$ cat src/rtl/serial_rx16.sv
module serial_rx16 (
  input  logic       clk,
  input  logic       rst_n,
  input  logic       os_tick,
  input  logic       rx_in,
  input  logic       par_en,
  input  logic       par_odd,
  input  logic       rd_take,
  output logic [7:0] rx_data,
  output logic       rx_valid,
  output logic       err_parity,
  output logic       err_frame,
  output logic       err_overrun
);
  localparam int OS      = 16;
  localparam int NBITS   = 8;
  localparam int CW      = 8;
  localparam int CHK_PT  = OS / 2;
  localparam int D0_PT   = OS + OS / 2;
  localparam int DL_PT   = D0_PT + (NBITS - 1) * OS;
  localparam int P_PT    = DL_PT + OS;
  localparam int S2_PT   = P_PT + OS;

  logic [1:0]    sync_q;
  logic          rx_s, rx_q, busy, full_q, par_q;
  logic [CW-1:0] cnt, c;
  logic [7:0]    sh;
  logic          data_pt, par_pt, stop_pt;

  assign rx_s    = sync_q[1];
  assign c       = cnt + 1'b1;
  assign data_pt = (c >= CW'(D0_PT)) && (c <= CW'(DL_PT)) && (c[3:0] == 4'(CHK_PT));
  assign par_pt  = par_en && (c == CW'(P_PT));
  assign stop_pt = c == (par_en ? CW'(S2_PT) : CW'(P_PT));

  always_ff @(posedge clk) begin
    if (!rst_n) begin
      sync_q      <= 2'b11;
      rx_q        <= 1'b1;
      busy        <= 1'b0;
      cnt         <= '0;
      sh          <= '0;
      par_q       <= 1'b0;
      full_q      <= 1'b0;
      rx_data     <= '0;
      rx_valid    <= 1'b0;
      err_parity  <= 1'b0;
      err_frame   <= 1'b0;
      err_overrun <= 1'b0;
    end else begin
      sync_q   <= {sync_q[0], rx_in};
      rx_valid <= 1'b0;
      if (rd_take) full_q <= 1'b0;
      if (os_tick) begin
        rx_q <= rx_s;
        if (!busy) begin
          if (rx_q && !rx_s) begin
            busy <= 1'b1;
            cnt  <= '0;
          end
        end else begin
          cnt <= c;
          if (c == CW'(CHK_PT) && rx_s) busy <= 1'b0;
          if (data_pt) sh <= {rx_s, sh[7:1]};
          if (par_pt) par_q <= rx_s;
          if (stop_pt) begin
            busy        <= 1'b0;
            rx_data     <= sh;
            rx_valid    <= 1'b1;
            err_parity  <= par_en && (par_q != (^sh ^ par_odd));
            err_frame   <= ~rx_s;
            err_overrun <= full_q;
            full_q      <= 1'b1;
          end
        end
      end
    end
  end
endmodule


$ cat config.mk
export PLATFORM = sky130hd
export DESIGN_NAME = serial_rx16
export DESIGN_NICKNAME = d
export VERILOG_FILES = /design/src/rtl/serial_rx16.sv
export SDC_FILE = /design/constraint.sdc
export NUM_CORES = 1
export LEC_CHECK = 0
export BUFFER_PORTS_ARGS = -buffer_cell sky130_fd_sc_hd__clkbuf_2
export CAP_MARGIN = 40
export CORE_ASPECT_RATIO = 0.7
export CORE_MARGIN = 5
export CORE_UTILIZATION = 55
export DETAILED_ROUTE_END_ITERATION = 16
export PLACE_DENSITY = 0.77
export REMOVE_ABC_BUFFERS = 1
export SLEW_MARGIN = 20
export SYNTH_ARGS = -nofsm -noshare
export SYNTH_HDL_FRONTEND = slang
export SYNTH_SLANG_ARGS = --single-unit
$ cat constraint.sdc
create_clock -name clk -period 2.2 [get_ports clk]
set_clock_uncertainty 0.05 [all_clocks]
set_input_delay 0.11 -clock clk [delete_from_list [all_inputs] [get_ports clk]]
set_output_delay 0.11 -clock clk [all_outputs]
set_load 0.02 [all_outputs]
# After elaboration in Yosys (flattened, before gate mapping)
# Cells that the tools add are included.
[op_classes] add_sub_neg=1 mul=0 div_mod_pow=0 magnitude_cmp=2 n_eq_ne=5 shift=0 n_mux=12 bitwise_logic=2 n_reduce_logical=14
[op_table] op="8-bit 2-to-1 mux" count=2
[op_table] op="3-bit AND reduction" count=4
[op_table] op="1-bit 2-to-1 mux" count=9
[op_table] op="8-bit by 1-bit adder with 8-bit output (second input constant)" count=1
[op_table] op="8-bit by 4-bit == test with 1-bit output (second input constant)" count=1
[op_table] op="8-bit == test" count=1
[op_table] op="8-bit == test (second input constant)" count=1
[op_table] op="8-bit by 5-bit greater-or-equal comparator with 1-bit output (second input constant)" count=1
[op_table] op="8-bit <= comparator (second input constant)" count=1
[op_table] op="8-bit parity" count=1
[op_table] op="1-bit logical AND" count=6
[op_table] op="6-bit 2-to-1 mux" count=1
[op_table] op="4-bit == test (second input constant)" count=1
[op_table] op="2-bit AND reduction" count=1
[op_table] op="2-bit nonzero test" count=1
[op_table] op="1-bit logical NOT" count=1
[op_table] op="1-bit != test" count=1
[op_table] op="1-bit inverter" count=1
[op_table] op="1-bit bitwise XOR" count=1
[totals] ff_bits=34 latchBits=0 ramBits=0 rom_bits=0 input_bits=7 output_inout_bits=12 wordCells=48 memories=0

# Longest topological paths before layout
[logic_depth] word_depth=6 ltp_mapped=9 depth_no_buf=7

# Worst setup path before layout
# Ideal clock, no wire load.
[synth_timing] path_kind="register -> register" start="register cnt[0]" end="register sh[1]" setup_time_ns=0.132 arrival_time_ns=1.803 required_time_ns=2.018 path_slack_ns=0.215 stages_incl_launch_ff=9 n_path_buf=1 synth_period_minus_slack_ns=1.985 path_cell_list="dfxtp_1 ha_1 buf_4 nand3_1 a32o_1 o22a_2 or3_1 o221ai_1 a21oi_1"
[synth_via] elab_chain_len=5 word_cells_on_any_way=7 cone_classes="add/sub (1); order compare (2); eq/ne (1); reduce/logical (3)"
[synth_rtl] element="start, declared" line="26" text="logic [CW-1:0] cnt, c;"
[synth_rtl] element="start signal, assigned" line="41" text="cnt <= '0;"
[synth_rtl] element="start signal, assigned" line="59" text="cnt <= '0;"
[synth_rtl] element="start signal, assigned" line="62" text="cnt <= c;"
[synth_rtl] element="8-bit by 1-bit adder with 8-bit output *" line="31" text="assign c = cnt + 1'b1;"
[synth_rtl] element="8-bit by 5-bit greater-or-equal comparator with 1-bit output / 8-bit <= comparator (equally long branches)" line="32" text="assign data_pt = (c >= CW'(D0_PT)) && (c <= CW'(DL_PT)) && (c[3:0] == 4'(CHK_PT));"
[synth_rtl] element="1-bit logical AND" line="32"
[synth_rtl] element="1-bit logical AND *" line="32"
[synth_rtl] element="3-bit AND reduction (no source line) *"
[synth_rtl] element="end signal, assigned" line="64" text="if (data_pt) sh <= {rx_s, sh[7:1]};"
[synth_rtl] element="end, declared" line="27" text="logic [7:0] sh;"
# Mark *: on every way between the ends. The rest lies on a longest branch, timed or not.
# A chain may end at the register's enable or synchronous reset.

# Worst setup path in the final report
[layout_timing] start="register cnt[0]" end="register sh[2]"
# The elaborated chain is that of the path after synthesis.

==> results.md <==
- Outcome: finished clean
- Total clock sinks: 34
- Post-synthesis to final-layout area growth: 21.6%
- Dominant combinational cell family by area after synthesis: simple AND/OR/NAND/NOR gates
- Number of flip-flops and latches in the synthesized netlist: 34
- Critical path origin: cnt[0]
- Maximum fanout along the worst path: 8
- Worst flop-to-flop path startpoint: cnt[0]
- Top Family by Delay on Critical Path: compound AO/OA/AOI/OAI gates
- Capture point of the worst path: sh[2]
- Proportion of power drawn by combinational gates: 4.0%
- Pre-CTS setup slack: -0.0148 ns
- Slowest CP cell: sky130_fd_sc_hd__dfxtp_1
- Relative slew slack: 60.6%
- GP Congestion: 0.889
- GRT Total Usage: slightly above 20%
- Cell area after technology mapping: 1970 sq um
- Count of buffers inserted at the top-level ports: 18
- First-pass GRT wire length: 7.47 mm
- Static Leak: 0.855 nW
- Number of warnings reported in the yosys synthesis log: 0
- Number of levels in the clock H-tree: 2
- Total Wirelength: ~4.7 mm
- Sw Pwr: 278 uW
- Path type of the worst setup path: register to register
- Seq/Total Area, Yosys: between 30 and 40%
- Cell area after placement: ~2200 sq um
- Sort of element at the start of the critical path: register
- Via count of the first global-routing pass: around 1500
- Post-route setup TNS: 0 ns
- Number of cells traversed by the worst register-to-register path: 8
- Number of failing hold endpoints at the final stage: 0
- Area of the core region: 3490 sq um
- Number of buffers on the longest clock path: 2
- Count of boundary I/O pins: 19
- Arrival time of the worst setup path: around 2.2 ns
- Detailed-router iteration count before antenna repair: 4
- Smallest setup slack after layout: 0.0927 ns
- Endpoint of the lowest-slack register-to-register path: sh[2]
- Top_reg_cell synth: sky130_fd_sc_hd__dfxtp_1
- Share of cells above drive strength 1: 24.3%
- Pin count of the biggest net entering global routing: 24
- Internal power: 974 uW
- Total die area: about 4900 sq um
- Synth cell types: 49
- Portion of total power attributed to sequential cells: 49.7%
- Final number of max-transition violations: 0
- Overall via count from detail_route: 1921
- Detailed Route Iter0 Violations: 143
- Critical path cell sequence: buf_4, ha_1, o21ba_2, a311oi_1, o22a_2, nand3_4, o221ai_1, a21oi_1
- Sum of buffers and inverters on the critical path: 1
- Clk pwr share: 46.3%
- Die H: 60.1 um
- Time the worst path needs with I/O delays and setup: 2.11 ns
- Worst voltage drop across the vdd grid: 369 uV
- Fin crit share: 95.8%
- Clock transition at the registers of the reported paths: roughly 0.080 ns
- Simple-gate share of the synthesized area: between 20% and 30%
- Avg Synthesized Cell Area: between 7 and 8 sq um
- Layout Cell Area excl Fill: between 2000 and 2500 sq um
- Required time of the critical path: 2.33 ns
- Critical path capture point type: register
- Post-synth EDFFs: 0
- Share of synthesized flip-flops with an asynchronous set or reset: 0%
- Number of stages on the worst setup path: 8
- Effective utilization at floorplan: 56.5%
- Worst Min Path Start: rd_take
- Share of the synthesized area in compound gates (AO/OA/AOI/OAI): 24.4%
- Root cell of the clock tree: sky130_fd_sc_hd__clkbuf_8
- TritonCTS clock tree: yes
- Adder and majority cell fraction of the synthesized area: 1.27%
- Total power divided by cell area: 522 nW/um^2
- Net switching share of the total power: 22.2%
- Post-synthesis mux area share: under 10%
- Most common cell after layout, fill and taps aside: sky130_fd_sc_hd__dfxtp_1
- DRC violations left: 0
- Max stage delay on crit path: 0.33 ns
- Top library cells by usage in the layout, fill and taps aside: sky130_fd_sc_hd__dfxtp_1 (33), sky130_fd_sc_hd__nand2_1 (29), sky130_fd_sc_hd__buf_4 (24)
- Fmax: 0.475 GHz
- Number of antenna violations at the first check in global routing: 0
- Number of failing setup endpoints in the final timing report: 0
- Kind of path behind the tightest hold check: input pin to register
- Total Power Consumption: 1.25 mW
- Die boundary width: around 80 um
- Final cell utilization of the core: around 69%
- DR vias/cell: 5.75
- Layout Nets: 292
- Final antenna diode count: 0
- Clock insertion delay at the later pin of the skew report: roughly 0.30 ns
- Count of mapped cells out of synthesis: 248
- Inserted Clock Buffers: 5
- Transition at the pin with the smallest max-transition slack: around 0.59 ns
- Number of rows in the core area: 18
- Routed length per instance: between 10 and 15 um
- Internal reg-to-reg setup slack: 0.09 ns
- Grt total ovfl: 0
- Half-perimeter wire length of the detailed placement result: 3.38 mm
- Number of nets with antenna violations after detailed routing: 0
- Xor and xnor area share after synthesis: 5.83%
- Max_cap viols: 0
==> power by group through the flow <==
| stage | Combinational, mW | Sequential [mW] | Clock (mW) |
|---|---|---|---|
| finish | 0.0502 | 0.622 | 0.580 |
| global route | 0.0550 | 0.622 | 0.628 |
| CTS | 0.0500 | 0.622 | 0.595 |
| detailed placement | 0.0483 | 0.636 | 0 |
| global placement | 0.0471 | 0.636 | 0 |
| floorplan | 0.0229 | 0.636 | 0 |
==> through the flow <==
stage	std cells	hold WS (ns)
finish	334	0.0462
global route	334	0.0518
CTS	330	0.0422
detailed placement	320	0.249
global placement	320	0.245
floorplan	232	0.122
==> worst min-delay path by stage <==
stage	to	slack [ns]	cells past startpoint
floorplan	rx_q	0.12	1
global route	full_q	0.05	3
CTS	full_q	0.04	3
detailed placement	sync_q[0]	0.25	2
global placement	sync_q[0]	0.25	2
finish	full_q	0.05	3
==> routing by layer <==
metal,share of wire (%),global-route usage (%),vias up
met3,6.6,5.12,10
met1,51,30.1,873
met5,0,0,-
li1,-,-,971
met4,1.6,7.82,0
met2,41,27.0,67
==> final cells by class <==
type / instances / area, sq um
Tap cell: 50 / 62.6
Fill cell: 281 / 1090
Multi-Input combinational cell: 193 / 1240
Clock inverter: 3 / 45.0
Inverter: 5 / 18.8
Sequential cell: 34 / 682
Clock buffer: 5 / 68.8
Timing Repair Buffer: 44 / 285
==> tightest hold or removal path, delay by kind of cell <==
| kind | cells | cell delay, ns |
|---|---|---|
| AOI/OAI and AO/OA | 1 | 0.06 |
| buffers and inverters | 1 | 0.08 |
| and+or+nand+nor | 1 | 0.10 |
==> cells in the mapped netlist (2+ instances only) <==
library cell	n	area, sq um
sky130_fd_sc_hd__nand2_1	29	109
sky130_fd_sc_hd__a311oi_1	2	17.5
sky130_fd_sc_hd__buf_4	2	15.0
sky130_fd_sc_hd__nand4_1	2	12.5
sky130_fd_sc_hd__or3_1	6	37.5
sky130_fd_sc_hd__buf_2	6	30.0
sky130_fd_sc_hd__inv_1	5	18.8
sky130_fd_sc_hd__nand3_2	2	20.0
sky130_fd_sc_hd__dfxtp_1	34	681
sky130_fd_sc_hd__and3_1	2	12.5
sky130_fd_sc_hd__ha_1	2	25.0
sky130_fd_sc_hd__nor3_1	6	30.0
sky130_fd_sc_hd__clkbuf_1	7	26.3
sky130_fd_sc_hd__nand3_1	14	70.1
sky130_fd_sc_hd__and3b_1	2	17.5
sky130_fd_sc_hd__nand2b_1	4	25.0
sky130_fd_sc_hd__a31oi_1	3	18.8
sky130_fd_sc_hd__nor2b_1	3	18.8
sky130_fd_sc_hd__o22ai_1	6	37.5
sky130_fd_sc_hd__nor2_1	15	56.3
sky130_fd_sc_hd__o221ai_1	6	52.6
sky130_fd_sc_hd__and2_1	9	56.3
sky130_fd_sc_hd__o211ai_1	2	15.0
sky130_fd_sc_hd__a21oi_1	21	105
sky130_fd_sc_hd__xnor2_1	10	87.6
sky130_fd_sc_hd__o21ai_0	21	105
sky130_fd_sc_hd__mux2i_1	2	20.0
sky130_fd_sc_hd__o2111ai_1	2	17.5
sky130_fd_sc_hd__a22oi_1	3	22.5
==> registers in the layout, summed over array words and instances, names as in the netlist <==
name	cells
par_q	1
sh	8
full_q	1
rx_q	1
cnt	8
busy	1
err_frame	1
err_parity	1
err_overrun	1
sync_q	2
rx_data	8
rx_valid	1
==> kinds of logic (layout without fill, tap and decap cells) <==
group / count (synthesis) / in the layout
XOR/XNOR: 11 / 11
flip-flops: 34 / 34
adder cells (fa/ha/maj): 2 / 2
buffers and inverters: 21 / 57
AND/OR/NAND/NOR: 103 / 103
multiplexers: 2 / 2
AO/OA/AOI/OAI: 75 / 75
==> what timing repair did <==
action,CTS,global route
hold buffers,1,0
setup buffers,1,3
endpoints found under the setup margin,4,17
gates cloned,0,0
endpoints found under the hold margin,1,0
pin swaps,1,2
gates resized for setup,0,8
Power figures use the tool's default switching activity.
